[config.mk]
export PLATFORM = sky130hd
export DESIGN_NAME = adc_sar_seq
export DESIGN_NICKNAME = d
export VERILOG_FILES = /design/src/rtl/adc_seq_pkg.sv /design/src/rtl/adc_clk_tick.sv /design/src/rtl/adc_seq_timer.sv /design/src/rtl/adc_sar_core.sv /design/src/rtl/adc_result_hold.sv /design/src/rtl/adc_sar_seq.sv
export SDC_FILE = /design/constraint.sdc
export NUM_CORES = 1
export LEC_CHECK = 0
export BUFFER_PORTS_ARGS = -buffer_cell sky130_fd_sc_hd__buf_2
export CAP_MARGIN = 20
export CELL_PAD_IN_SITES_DETAIL_PLACEMENT = 1
export CELL_PAD_IN_SITES_GLOBAL_PLACEMENT = 1
export CORE_MARGIN = 2
export CORE_UTILIZATION = 30
export DETAILED_ROUTE_END_ITERATION = 6
export PLACE_DENSITY_LB_ADDON = 0.05
export SYNTH_ARGS = -nofsm -noshare
export SYNTH_HDL_FRONTEND = slang
export SYNTH_SLANG_ARGS = --single-unit
[constraint.sdc]
create_clock -name clk -period 2.7 [get_ports clk]
set_clock_uncertainty 0.2 [all_clocks]
set_input_delay 0.405 -clock clk [delete_from_list [all_inputs] [get_ports clk]]
set_output_delay 0.405 -clock clk [all_outputs]
set_load 0.01 [all_outputs]
[src/rtl/adc_seq_pkg.sv]
package adc_seq_pkg;
  typedef enum logic [1:0] {
    PH_IDLE    = 2'd0,
    PH_SAMPLE  = 2'd1,
    PH_RESOLVE = 2'd2,
    PH_TAIL    = 2'd3
  } adc_phase_e;
endpackage

[src/rtl/adc_clk_tick.sv]
// Conversion-clock enable: every cycle, or every second cycle.
module adc_clk_tick (
  input  logic clk,
  input  logic rst_n,
  input  logic busy,
  input  logic half_rate,
  output logic tick
);
  logic ph_q;

  always_ff @(posedge clk or negedge rst_n) begin
    if (!rst_n)      ph_q <= 1'b0;
    else if (!busy)  ph_q <= 1'b0;
    else             ph_q <= ~ph_q;
  end

  // Half rate: the second cycle of each pair closes the period.
  assign tick = busy & (~half_rate | ph_q);
endmodule

[src/rtl/adc_seq_timer.sv]
// Period counter, phase decode and one-hot trial bit select.
module adc_seq_timer
  import adc_seq_pkg::*;
#(
  parameter int RES_BITS      = 8,
  parameter int CONV_CYCLES   = 160,
  parameter int SAMPLE_CYCLES = 12
) (
  input  logic                clk,
  input  logic                rst_n,
  input  logic                launch,
  input  logic                tick,
  output logic                busy,
  output logic                finish,
  output adc_phase_e          phase,
  output logic [RES_BITS-1:0] trial_mask
);
  localparam int CW          = $clog2(CONV_CYCLES);
  localparam int RESOLVE_END = SAMPLE_CYCLES + RES_BITS;
  localparam logic [CW-1:0] LAST = CW'(CONV_CYCLES - 1);

  logic [CW-1:0] cnt_q;
  logic          busy_q;

  assign finish = busy_q & tick & (cnt_q == LAST);

  always_ff @(posedge clk or negedge rst_n) begin
    if (!rst_n) begin
      cnt_q  <= '0;
      busy_q <= 1'b0;
    end else if (launch) begin
      cnt_q  <= '0;
      busy_q <= 1'b1;
    end else if (finish) begin
      cnt_q  <= '0;
      busy_q <= 1'b0;
    end else if (tick) begin
      cnt_q  <= cnt_q + 1'b1;
    end
  end

  assign busy = busy_q;

  always_comb begin
    if (!busy_q)                               phase = PH_IDLE;
    else if (cnt_q < CW'(SAMPLE_CYCLES))       phase = PH_SAMPLE;
    else if (cnt_q < CW'(RESOLVE_END))         phase = PH_RESOLVE;
    else                                       phase = PH_TAIL;
  end

  // bit i is under trial in period SAMPLE_CYCLES + (RES_BITS-1-i)
  for (genvar i = 0; i < RES_BITS; i++) begin : g_trial
    assign trial_mask[i] = (phase == PH_RESOLVE) &&
                           (cnt_q == CW'(SAMPLE_CYCLES + RES_BITS - 1 - i));
  end
endmodule

[src/rtl/adc_sar_core.sv]
// Successive-approximation register and trial code.
module adc_sar_core #(
  parameter int RES_BITS = 8
) (
  input  logic                clk,
  input  logic                rst_n,
  input  logic                launch,
  input  logic                tick,
  input  logic [RES_BITS-1:0] trial_mask,
  input  logic                cmp_in,
  output logic [RES_BITS-1:0] sar_q,
  output logic [RES_BITS-1:0] dac_code
);
  for (genvar i = 0; i < RES_BITS; i++) begin : g_bit
    always_ff @(posedge clk or negedge rst_n) begin
      if (!rst_n)                          sar_q[i] <= 1'b0;
      else if (launch)                     sar_q[i] <= 1'b0;
      else if (tick && trial_mask[i])      sar_q[i] <= cmp_in;
    end
  end

  // Decided bits plus the bit under test; lower bits are still clear.
  assign dac_code = sar_q | trial_mask;
endmodule

[src/rtl/adc_result_hold.sv]
// Result register with valid/ready output.
module adc_result_hold #(
  parameter int RES_BITS = 8
) (
  input  logic                clk,
  input  logic                rst_n,
  input  logic                finish,
  input  logic [RES_BITS-1:0] sar_q,
  input  logic                res_ready,
  output logic                res_valid,
  output logic [RES_BITS-1:0] res_data
);
  always_ff @(posedge clk or negedge rst_n) begin
    if (!rst_n) begin
      res_valid <= 1'b0;
      res_data  <= '0;
    end else if (finish) begin
      res_valid <= 1'b1;            // completion beats a same-cycle handshake
      res_data  <= sar_q;
    end else if (res_valid && res_ready) begin
      res_valid <= 1'b0;
    end
  end
endmodule

[src/rtl/adc_sar_seq.sv]
module adc_sar_seq
  import adc_seq_pkg::*;
#(
  parameter int RES_BITS      = 8,
  parameter int NUM_CH        = 8,
  parameter int CONV_CYCLES   = 160,
  parameter int SAMPLE_CYCLES = 12,
  localparam int CHW          = $clog2(NUM_CH)
) (
  input  logic                clk,
  input  logic                rst_n,
  input  logic                start,
  input  logic [CHW-1:0]      chan_sel,
  input  logic                clk_div_sel,
  input  logic                cmp_in,
  output logic [CHW-1:0]      mux_sel,
  output logic                sample_hold,
  output logic [RES_BITS-1:0] dac_code,
  output logic                busy,
  output logic                res_valid,
  input  logic                res_ready,
  output logic [RES_BITS-1:0] res_data
);
  logic                launch;
  logic                tick;
  logic                finish;
  logic                half_q;
  logic [CHW-1:0]      chan_q;
  adc_phase_e          phase;
  logic [RES_BITS-1:0] trial_mask;
  logic [RES_BITS-1:0] sar_q;

  // requests while busy are dropped
  assign launch = start & ~busy;

  // channel and rate captured only on an accepted start
  always_ff @(posedge clk or negedge rst_n) begin
    if (!rst_n) begin
      chan_q <= '0;
      half_q <= 1'b0;
    end else if (launch) begin
      chan_q <= chan_sel;
      half_q <= clk_div_sel;
    end
  end

  adc_clk_tick u_tick (
    .clk       (clk),
    .rst_n     (rst_n),
    .busy      (busy),
    .half_rate (half_q),
    .tick      (tick)
  );

  adc_seq_timer #(
    .RES_BITS      (RES_BITS),
    .CONV_CYCLES   (CONV_CYCLES),
    .SAMPLE_CYCLES (SAMPLE_CYCLES)
  ) u_timer (
    .clk        (clk),
    .rst_n      (rst_n),
    .launch     (launch),
    .tick       (tick),
    .busy       (busy),
    .finish     (finish),
    .phase      (phase),
    .trial_mask (trial_mask)
  );

  adc_sar_core #(.RES_BITS(RES_BITS)) u_sar (
    .clk        (clk),
    .rst_n      (rst_n),
    .launch     (launch),
    .tick       (tick),
    .trial_mask (trial_mask),
    .cmp_in     (cmp_in),
    .sar_q      (sar_q),
    .dac_code   (dac_code)
  );

  adc_result_hold #(.RES_BITS(RES_BITS)) u_res (
    .clk       (clk),
    .rst_n     (rst_n),
    .finish    (finish),
    .sar_q     (sar_q),
    .res_ready (res_ready),
    .res_valid (res_valid),
    .res_data  (res_data)
  );

  assign mux_sel     = chan_q;
  assign sample_hold = (phase == PH_SAMPLE);
endmodule

After elaboration in Yosys (flattened, before gate mapping). Cells that the tools add are included. Widths: inputs -> output; s select.

Reduce and logical (&&, ||, !) cells: 28. $add $sub $neg: 1. Order comparisons: 2. Eq/ne operators: 11. Muxes and demuxes: 27. Bitwise operators: 9.

Operator list (number): $eq 8x4->1 const B (4); $eq 8x5->1 const B (4); $mux 8 (3); $mux 1 (22); $reduce_bool 2->1 (10); $logic_and 1x1->1 (17); $add 8x1->8 const B (1); $eq 8x8->1 const B (1); $lt 8x4->1 const B (1); $lt 8x5->1 const B (1); $or 8x8->8 (1); $and 1x1->1 (4); $mux 2 (2); $not 1->1 (3); $reduce_bool 3->1 (1); $eq 2x1->1 const B (1); $eq 2x2->1 const B (1); $or 1x1->1 (1).

Output and inout port bits: 22. Input bits: 9. Logic and storage cells: 93. Register bits: 31.

Longest topological paths before layout. Gate-level depths: netlist of run 1.

Depth in word-level cells: 9. Gate-level depth with buffers: 6. Mapped depth without buffers: 5.

Modules after synthesis. Synthesis of run 1 repeated with hierarchy kept, for this count alone.

Cells, all modules: 155. Area total of the unflattened synthesis: 1731.7 µm².

By module, submodules not included: adc_seq_timer (cells each 76, times used 1, area an instance 681.9 µm², seq. area each 225.2 µm²); adc_sar_core (cells each 44, times used 1, area an instance 444.2 µm², seq. area each 200.2 µm²); adc_result_hold (cells each 20, times used 1, area an instance 369.1 µm², seq. area each 225.2 µm²); adc_sar_seq (cells each 11, times used 1, area an instance 191.4 µm², seq. area each 100.1 µm²); adc_clk_tick (cells each 4, times used 1, area an instance 45.0 µm², seq. area each 25.0 µm²).

Least setup slack after synthesis of run 1. No wires, ideal clock.

Path type: register to output. From: reg u_timer.cnt_q[5]. To: out dac_code[0]. Slack: 0.784 ns. Arrival time: 1.311 ns. Required time: 2.095 ns. Path buffers: 0. Cell stages (with the launch flop): 4. Path through: dfrtp_1 > or3b_1 > nor4_4 > a21o_1.

Cells in the longest elaborated chain, start to end: 7. Elaborated cells between the ends (all ways): 9. Classes of those cells: 2 x order compare; 2 x eq/ne; 3 x mux; 1 x bitwise; 1 x reduce/logical.

Ends and longest elaborated chain: start, declared (RTL line adc_seq_timer.sv:22) `logic [CW-1:0] cnt_q;`; start signal, assigned (RTL line adc_seq_timer.sv:38) `cnt_q <= cnt_q + 1'b1;`; $lt 8x5->1 (RTL line adc_seq_timer.sv:47) `else if (cnt_q < CW'(RESOLVE_END)) phase = PH_RESOLVE;`; $mux 1 (RTL line adc_seq_timer.sv:47); $mux 2 (RTL line adc_seq_timer.sv:46) `else if (cnt_q < CW'(SAMPLE_CYCLES)) phase = PH_SAMPLE;`; $mux 2 (RTL line adc_seq_timer.sv:45) `if (!busy_q) phase = PH_IDLE;`; $eq 2x2->1 (RTL line adc_seq_timer.sv:53) `assign trial_mask[i] = (phase == PH_RESOLVE) &&`; $logic_and 1x1->1 * (RTL line adc_seq_timer.sv:53); $or 8x8->8 * (RTL line adc_sar_core.sv:23) `assign dac_code = sar_q | trial_mask;`; end, declared (RTL line adc_sar_seq.sv:18) `output logic [RES_BITS-1:0] dac_code,`.

Every way passes the cells marked *; elsewhere a longest branch is shown, timed or not.

Worst setup path in the final report of run 1.
From: reg u_timer.cnt_q[5]. To: out dac_code[1].

Same word-level chain as after synthesis.

==> results of run 1 <==
==> path summary, 6_finish.rpt <==
path,start,endpoint
min reg2reg,u_tick.ph_q$_DFF_PN0_,u_tick.ph_q$_DFF_PN0_
max reg2reg,u_timer.cnt_q[0]$_DFFE_PN0P_,u_res.res_data[5]$_DFFE_PN0P_
max in group asynchronous,rst_n,mux_sel[1]$_DFFE_PN0P_
min in group clk,res_ready,u_res.res_valid$_DFFE_PN0P_
max,u_timer.cnt_q[5]$_DFFE_PN0P_,dac_code[1]
min,rst_n,u_res.res_valid$_DFFE_PN0P_
==> kinds of logic after synthesis <==
family | synth area share [%]
AOI/OAI and AO/OA | 6.11
buffers and inverters | 2.39
muxes | 11.2
adders and majority gates | 3.30
xor gates and xnor gates | 2.31
and+or+nand+nor | 23.5
DFF | 51.2
==> per-layer routing <==
| layer | vias to the layer above | global-route usage [%] | wire, um |
|---|---|---|---|
| met5 | - | 0 | 0 |
| met4 | 0 | 5.36 | 49 |
| met3 | 6 | 4.28 | 128 |
| met2 | 20 | 25.0 | 1830 |
| met1 | 611 | 19.2 | 1820 |
| li1 | 561 | - | - |
==> layout by cell type (no fill, tap or decap), drive strengths merged <==
cell and count:
buf 33, dfrtp 31, nand2 28, nand3 14, a21o 8, mux2 8
mux2i 8, clkbuf 6, and3 4, nand4 4, ha 4, inv 3
nand2b 3, or3 2, nor2b 2, o31ai 2, xnor2 2, xor2 2
nor2 2, o21ai 2, nor3 1, or3b 1, nor4 1, nor3b 1
nor4bb 1, and2 1, o211ai 1, and4 1
==> final cells by class <==
| type | count | share of cell area, % |
|---|---|---|
| Multi-Input combinational cell | 103 | 38.7 |
| Sequential cell | 31 | 42.6 |
| Clock buffer | 6 | 3.99 |
| Timing Repair Buffer | 33 | 9.49 |
| Inverter | 3 | 0.619 |
| Tap cell | 67 | 4.61 |
==> critical path, cell delays in order, from the launching register on <==
cell and delay, ns:
dfrtp_1 0.43, or3b_1 0.44, nor4_4 0.41, a21o_1 0.20
buf_2 0.12
==> power breakdown <==
part | switching [mW] | internal, mW | leakage (nW)
logic | 0.379 | 0.288 | 0.573
clock network | 0.157 | 0.171 | 0.0371
registers | 0.157 | 0.621 | 0.395
==> per-stage QoR <==
step,hold slack [ns],util (%)
finish,-0.0222,38.0
global route,0.0235,38.0
CTS,0.0124,38.0
detailed placement,0.243,36.5
global placement,0.207,36.5
floorplan,-0.0906,-
==> sequential cells by signal, indices dropped and copies added (netlist names) <==
register	count
half_q	1
mux_sel	3
u_res.res_data	8
u_res.res_valid	1
u_sar.sar_q	8
u_tick.ph_q	1
u_timer.busy	1
u_timer.cnt_q	8
==> results.cfg, run 1 <==
[synthesis]
yosys_warnings = 0
avgSynthCellArea_um2 = 10.6
ys_types = 29
synth_area_um2 = 1520
yosysSeqAreaShare_pct = 51.2
yosys-top-cells-count = dfrtp_1 (31), nand2_1 (28), nand3_1 (14)
netlist_instances = 143
yosysMostFrequentCell = dfrtp_1
synth_flop_cell = dfrtp_1
synthArstFlopShare_pct = 100
synth_area_leaders = dfrtp_1 (51%), nand2_1 (6.9%), mux2_2 (5.9%), mux2i_1 (5.3%), nand3_1 (4.6%)
synth-seq-cells = 31
synth_edf_count = 0
syn_nets = 156
yosys.area.top_type = dfrtp_1
yosys.area.top_type_share_pct = 51.2

[worst_setup_path]
cp_data_required_time_ns = 2.10
critPathMaxFanout = 8
rrSetupSlack_ns = 0.70
crit_type = register to output pin
reg2reg_depth = 5
critPathCaptureType = output pin
cp-start-kind = register
cp.arrival_ns = 1.89

[route]
via_count = 1198
drt_first_pass_iters = 4
detail_route.iter0.violations = 15
final_antenna_net_count = 0
drc = 0
wl_per_cell_um = 15.8
via_per_inst = 4.93
routed_wl_um = 3830

[cts]
clk_pin_slew_worst_paths_ns = 0.06
clk_path_buf_depth = 2
cts_tree = done
clock_sinks = 31
numCtsBuffers = 5
worstSkewPairLatency_ns = 0.28
post-cts-setup-buffers = 0
cts_resized = 0
cts-root-buf = clkbuf_8
postCtsHoldBufs = 0
cts-htree-levels = 2

[sta]
finalCriticalPeriod_ns = 2.49
setup_viol = 0
finalHoldViolCount = 31
tightestPinTransition_ns = 0.711
fin_hold_ws_ns = -0.0222
max_freq_mhz = 401
fin_tns_setup_ns = 0
grt_setup_unrepaired = false
maxSlewHeadroom_pct = 52.6
fin_ws_ns = 0.206
min_period_over_period_pct = 92.4
maxSlewViolCount = 0

[layout]
finalNonFillerCells = 243
final_net_count = 190
area_growth_pct = 20.1
register_area_um2 = 776
fin_area_um2 = 1820
multi_input_area_um2 = 703
fillCellCount = 564
diodes = 0
drive_gt1_share_pct = 27.3

[place]
dp_cells = 237
hpwl_um = 2640
place_ws_ns = 0.505
portBuffers = 30
place_congestion = 0.802
post_dp_cell_area_um2 = 1750

[pwr]
fin_total_pwr_mw = 1.77
ir_drop_uv = 422
power_leakage_nw = 1.00
powerDensity_nw_per_um2 = 974

[global_routing]
gr-total-overflow = 0
antenna_found_initial = 0
first_global_vias = 1222
grt_pass1_wl_um = 6210
grt_start_max_net_pins = 32
grtUsageTotal_pct = 15.2

[die]
start_util_pct = 31.7
fp.dieW_um = 75.1
io_pins = 31
dieArea_um2 = 5640
dieHeight_um = 75.1
rows = 25
core_area_um2 = 4790

[outcome]
violations = hold timing
outcome = finished with violations

[job]
drv_cap = 0

[worst_hold_path]
hold_path.class = input pin to async pin
(Power assumes the default switching activity.)
==> run 2: changes to the inputs <==
--- a/config.mk
+++ b/config.mk
@@ -9,9 +9,11 @@
 export CAP_MARGIN = 20
 export CELL_PAD_IN_SITES_DETAIL_PLACEMENT = 1
 export CELL_PAD_IN_SITES_GLOBAL_PLACEMENT = 1
+export CORE_ASPECT_RATIO = 1.2
 export CORE_MARGIN = 2
 export CORE_UTILIZATION = 30
 export DETAILED_ROUTE_END_ITERATION = 6
+export GPL_TIMING_DRIVEN = 1
 export PLACE_DENSITY_LB_ADDON = 0.05
 export SYNTH_ARGS = -nofsm -noshare
 export SYNTH_HDL_FRONTEND = slang
==> run 2 against run 1 <==
Effect of this change:
- the flow still finishes with violations (hold timing)
- non-clock buffer count stayed put
- final cell count down 2.9%
- power up 0.23%
- largest cell class unchanged
==> results.cfg, run 2 (synthesized netlist as in run 1, its figures left out) <==
[job]
drv_cap = 0

[cts]
cts-htree-levels = 2
cts_tree = done
clock_sinks = 31
numCtsBuffers = 5
cts-root-buf = clkbuf_8
clk_path_buf_depth = 2
postCtsHoldBufs = 0
clk_pin_slew_worst_paths_ns = 0.06
post-cts-setup-buffers = 0
cts_resized = 0
worstSkewPairLatency_ns = 0.28

[sta]
fin_tns_setup_ns = 0
grt_setup_unrepaired = false
finalHoldViolCount = 12
setup_viol = 0
min_period_over_period_pct = 90.9
maxSlewViolCount = 0
tightestPinTransition_ns = 0.741
finalCriticalPeriod_ns = 2.45
max_freq_mhz = 407
fin_hold_ws_ns = -0.0185
maxSlewHeadroom_pct = 50.6

[route]
detail_route.iter0.violations = 79
via_per_inst = 5.05
via_count = 1192
drc = 0
wl_per_cell_um = 16.3
final_antenna_net_count = 0
routed_wl_um = 3840
drt_first_pass_iters = 4

[global_routing]
antenna_found_initial = 0
grt_start_max_net_pins = 32
grt_pass1_wl_um = 6510
first_global_vias = 1235
grtUsageTotal_pct = 16.0
gr-total-overflow = 0

[outcome]
violations = hold timing
outcome = finished with violations

[layout]
largest_registers = u_res.res_data x8, u_sar.sar_q x8, u_timer.cnt_q x8
diodes = 0
mostFrequentLayoutCells = dfrtp_1 (31), buf_2 (30), nand2_1 (28), nand3_1 (14)
final_net_count = 190
fin_util_pct = 36.9
drive_gt1_share_pct = 27.3
area_growth_pct = 19.5
final_common_cell = dfrtp_1
fillCellCount = 570

[worst_setup_path]
cp_data_required_time_ns = 2.10
cp-start-kind = register
critPathMaxFanout = 8
reg2reg_depth = 5
crit_type = register to output pin
worstReg2RegStart = u_timer.cnt_q[0]$_DFFE_PN0P_
rrSetupSlack_ns = 0.72
cp.arrival_ns = 1.85
critPathCaptureType = output pin
r2r_end = u_res.res_data[2]$_DFFE_PN0P_

[place]
place_congestion = 0.918
hpwl_um = 2690
portBuffers = 30

[die]
dieArea_um2 = 5640
start_util_pct = 30.9
core_area_um2 = 4900
fp.dieW_um = 68.9
rows = 28
io_pins = 31
dieHeight_um = 81.9

[pwr]
ir_drop_uv = 354
power_leakage_nw = 1.00
powerDensity_nw_per_um2 = 981

[worst_hold_path]
hold_path.class = input pin to async pin
==> run 2: cell counts in the layout (fill, tap and decap cells not counted) <==
Identical to the previous run, type by type.
==> run 2: power breakdown <==
group	switching (mW)	internal [mW]
Combinational	0.376	0.287
Clock	0.161	0.172
Sequential	0.160	0.620
Total	0.698	1.08
==> run 2: layout make-up <==
cell class	instances	area (um^2)	share of cell area (%)
well taps	60	75.1	4.15
inverters	3	11.3	0.622
flip-flops and latches	31	776	42.8
multi-input cells	103	703	38.8
repair buffers	33	173	9.54
clock buffers	6	72.6	4.01
==> run 2: critical path, stage by stage (launching register included) <==
cell and delay [ns]:
dfrtp_1 0.44, or3b_1 0.44, nor4_4 0.39, a21o_1 0.18
buf_2 0.12
==> run 2: stage by stage <==
stage	hold slack, ns	setup slack, ns	instance area (um^2)	instances	power [mW]
2_1_floorplan	-0.0906	0.784	1520	143	1.22
3_3_place_gp	0.205	0.558	1740	230	1.44
5_1_grt	0.0222	0.0787	1810	236	1.94
4_1_cts	0.0159	0.198	1810	236	1.81
6_report	-0.0185	0.245	1810	236	1.78
3_5_place_dp	0.231	0.511	1740	230	1.47
==> run 2: how the worst max path moves through the flow <==
| stage | from | endpoint | slack [ns] | depth (start not counted) |
|---|---|---|---|---|
| 6_report | u_timer.cnt_q[5]$_DFFE_PN0P_ | dac_code[3] | 0.25 | 4 |
| 3_5_place_dp | u_timer.cnt_q[5]$_DFFE_PN0P_ | dac_code[0] | 0.51 | 4 |
| 3_3_place_gp | u_timer.cnt_q[5]$_DFFE_PN0P_ | dac_code[0] | 0.56 | 4 |
| 4_1_cts | u_timer.cnt_q[5]$_DFFE_PN0P_ | dac_code[2] | 0.20 | 4 |
| 5_1_grt | u_timer.cnt_q[4]$_DFFE_PN0P_ | dac_code[0] | 0.08 | 4 |
| 2_1_floorplan | u_timer.cnt_q[5]$_DFFE_PN0P_ | dac_code[0] | 0.78 | 3 |
==> run 2: metal layers <==
metal / GRT usage, % / wire length [um]
met1: 21.9 / 1750
met2: 24.4 / 1900
met3: 4.38 / 134
met4: 5.29 / 57
met5: 0 / 0
==> run 3: changes to the inputs <==
--- a/config.mk
+++ b/config.mk
@@ -11,7 +11,7 @@
 export CELL_PAD_IN_SITES_GLOBAL_PLACEMENT = 1
 export CORE_ASPECT_RATIO = 1.2
 export CORE_MARGIN = 2
-export CORE_UTILIZATION = 30
+export CORE_UTILIZATION = 41
 export DETAILED_ROUTE_END_ITERATION = 6
 export GPL_TIMING_DRIVEN = 1
 export PLACE_DENSITY_LB_ADDON = 0.05
==> run 3 against run 2 <==
Effect of this change:
- the run now ends clean
- non-clock buffer count up 1
- critical endpoint unchanged
- global-route usage up 4.4 points
- die area down 25%
- hold slack better by 0.12 ns
- clock power up 43%
- first-iteration DRC count down 15%
- clock-buffer cell count unchanged
- via count up 0.76%
- routed wire length down 4.0%
- sequential power up 0.5%
==> results.cfg, run 3 (synthesized netlist as in run 1, its figures left out) <==
[cts]
clk_path_buf_depth = 2
clock_sinks = 31
clk_pin_slew_worst_paths_ns = 0.07
postCtsHoldBufs = 1
cts_resized = 0
numCtsBuffers = 5
cts_tree = done
post-cts-setup-buffers = 0
cts-root-buf = clkbuf_8
worstSkewPairLatency_ns = 0.28
cts-htree-levels = 2

[place]
hpwl_um = 2550
post_dp_cell_area_um2 = 1710
place_congestion = 0.815
portBuffers = 30

[die]
start_util_pct = 42.4
io_pins = 31
rows = 24
fp.dieW_um = 59.5
dieArea_um2 = 4200
core_area_um2 = 3570
dieHeight_um = 70.6

[sta]
maxSlewViolCount = 0
fin_tns_setup_ns = 0
grt_setup_unrepaired = false
maxSlewHeadroom_pct = 52.8
finalHoldViolCount = 0
tightestPinTransition_ns = 0.709
max_freq_mhz = 401
min_period_over_period_pct = 92.3
finalCriticalPeriod_ns = 2.49
setup_viol = 0

[layout]
final_common_cell = dfrtp_1
diodes = 0
largest_registers = u_res.res_data x8, u_sar.sar_q x8, u_timer.cnt_q x8
drive_gt1_share_pct = 28.5
area_growth_pct = 21.4
mostFrequentLayoutCells = dfrtp_1 (31), buf_2 (30), nand2_1 (28), nand3_1 (14)
fin_area_um2 = 1840
fillCellCount = 420
final_net_count = 191

[worst_setup_path]
worstReg2RegStart = u_timer.cnt_q[0]$_DFFE_PN0P_
cp_slowest_stage_delay_ns = 0.45
cp-start-kind = register
cp_data_required_time_ns = 2.10
critPathCaptureType = output pin
cpLargestDelayFamily = simple AND/OR/NAND/NOR gates
cp-startpoint = u_timer.cnt_q[5]$_DFFE_PN0P_
crit_type = register to output pin
critPathMaxFanout = 8
cp.arrival_ns = 1.89
critPathSlowestCell = dfrtp_1
cp.buffers_inverters = 1
crit_chain = or3b_1, nor4_4, a21o_1, buf_2

[route]
via_per_inst = 5.51
drt_first_pass_iters = 4
wl_per_cell_um = 16.9
detail_route.iter0.violations = 67
via_count = 1201
drc = 0
final_antenna_net_count = 0
routed_wl_um = 3690

[pwr]
power_leakage_nw = 1.03
powerDensity_nw_per_um2 = 1050
ir_drop_uv = 452

[global_routing]
grtUsageTotal_pct = 20.4
grt_start_max_net_pins = 32
antenna_found_initial = 0
grt_pass1_wl_um = 6440
gr-total-overflow = 0
first_global_vias = 1308

[worst_hold_path]
min-delay-start = res_ready
hold_path.class = input pin to register

[job]
drv_cap = 0

[outcome]
outcome = finished clean
## run 3: changes by cell type in the layout (fill, tap and decap cells not counted), sizes merged
cell	previous run	this run
clkinv	0	1
bufinv	0	1
dlygate4sd3	0	1
## run 3: area by class of cell
| class | count | area [um^2] | share of cell area [%] |
|---|---|---|---|
| sequential | 31 | 776 | 42.2 |
| multi-input combinational | 103 | 703 | 38.2 |
| clock buffer | 6 | 82.6 | 4.49 |
| inverter | 3 | 11.3 | 0.612 |
| tap | 39 | 48.8 | 2.65 |
| clock inverter | 2 | 35.0 | 1.90 |
| timing repair buffer | 34 | 183 | 9.93 |
## run 3: final timing paths
check / endpoint / slack, ns / cells after the start
max in group asynchronous: u_timer.cnt_q[1]$_DFFE_PN0P_ / 1.34 / 2
hold / removal: u_res.res_valid$_DFFE_PN0P_ / 0.11 / 2
hold reg to reg: u_tick.ph_q$_DFF_PN0_ / 0.22 / 1
setup reg to reg: u_res.res_data[6]$_DFFE_PN0P_ / 0.72 / 5
min in group asynchronous: u_timer.cnt_q[7]$_DFFE_PN0P_ / 0.51 / 2
setup / recovery: dac_code[3] / 0.21 / 4
## run 3: where the power goes
part	leakage [nW]	internal, mW	total (mW)	switching [mW]
sequential	0.395	0.620	0.784	0.164
clock	0.0612	0.298	0.475	0.177
combinational	0.577	0.288	0.664	0.376
## run 3: per-stage QoR
stage | util, % | setup WS (ns) | hold slack (ns) | total power [mW] | cells
CTS | 51.5 | 0.200 | 0.100 | 1.96 | 218
detailed placement | 47.9 | 0.525 | 0.214 | 1.46 | 209
finish | 51.5 | 0.207 | 0.106 | 1.92 | 218
floorplan | - | 0.784 | -0.0906 | 1.22 | 143
global route | 51.5 | 0.0981 | 0.124 | 2.08 | 218
global placement | 47.9 | 0.572 | 0.206 | 1.42 | 209
## run 3: per-layer routing
layer  up-vias  global-route usage, %  wire [um]
li1        560                      -          -
met3         5                   4.39        112
met5         -                      0          0
met2        21                   33.5       1870
met1       615                   26.0       1650
met4         0                   8.15         53
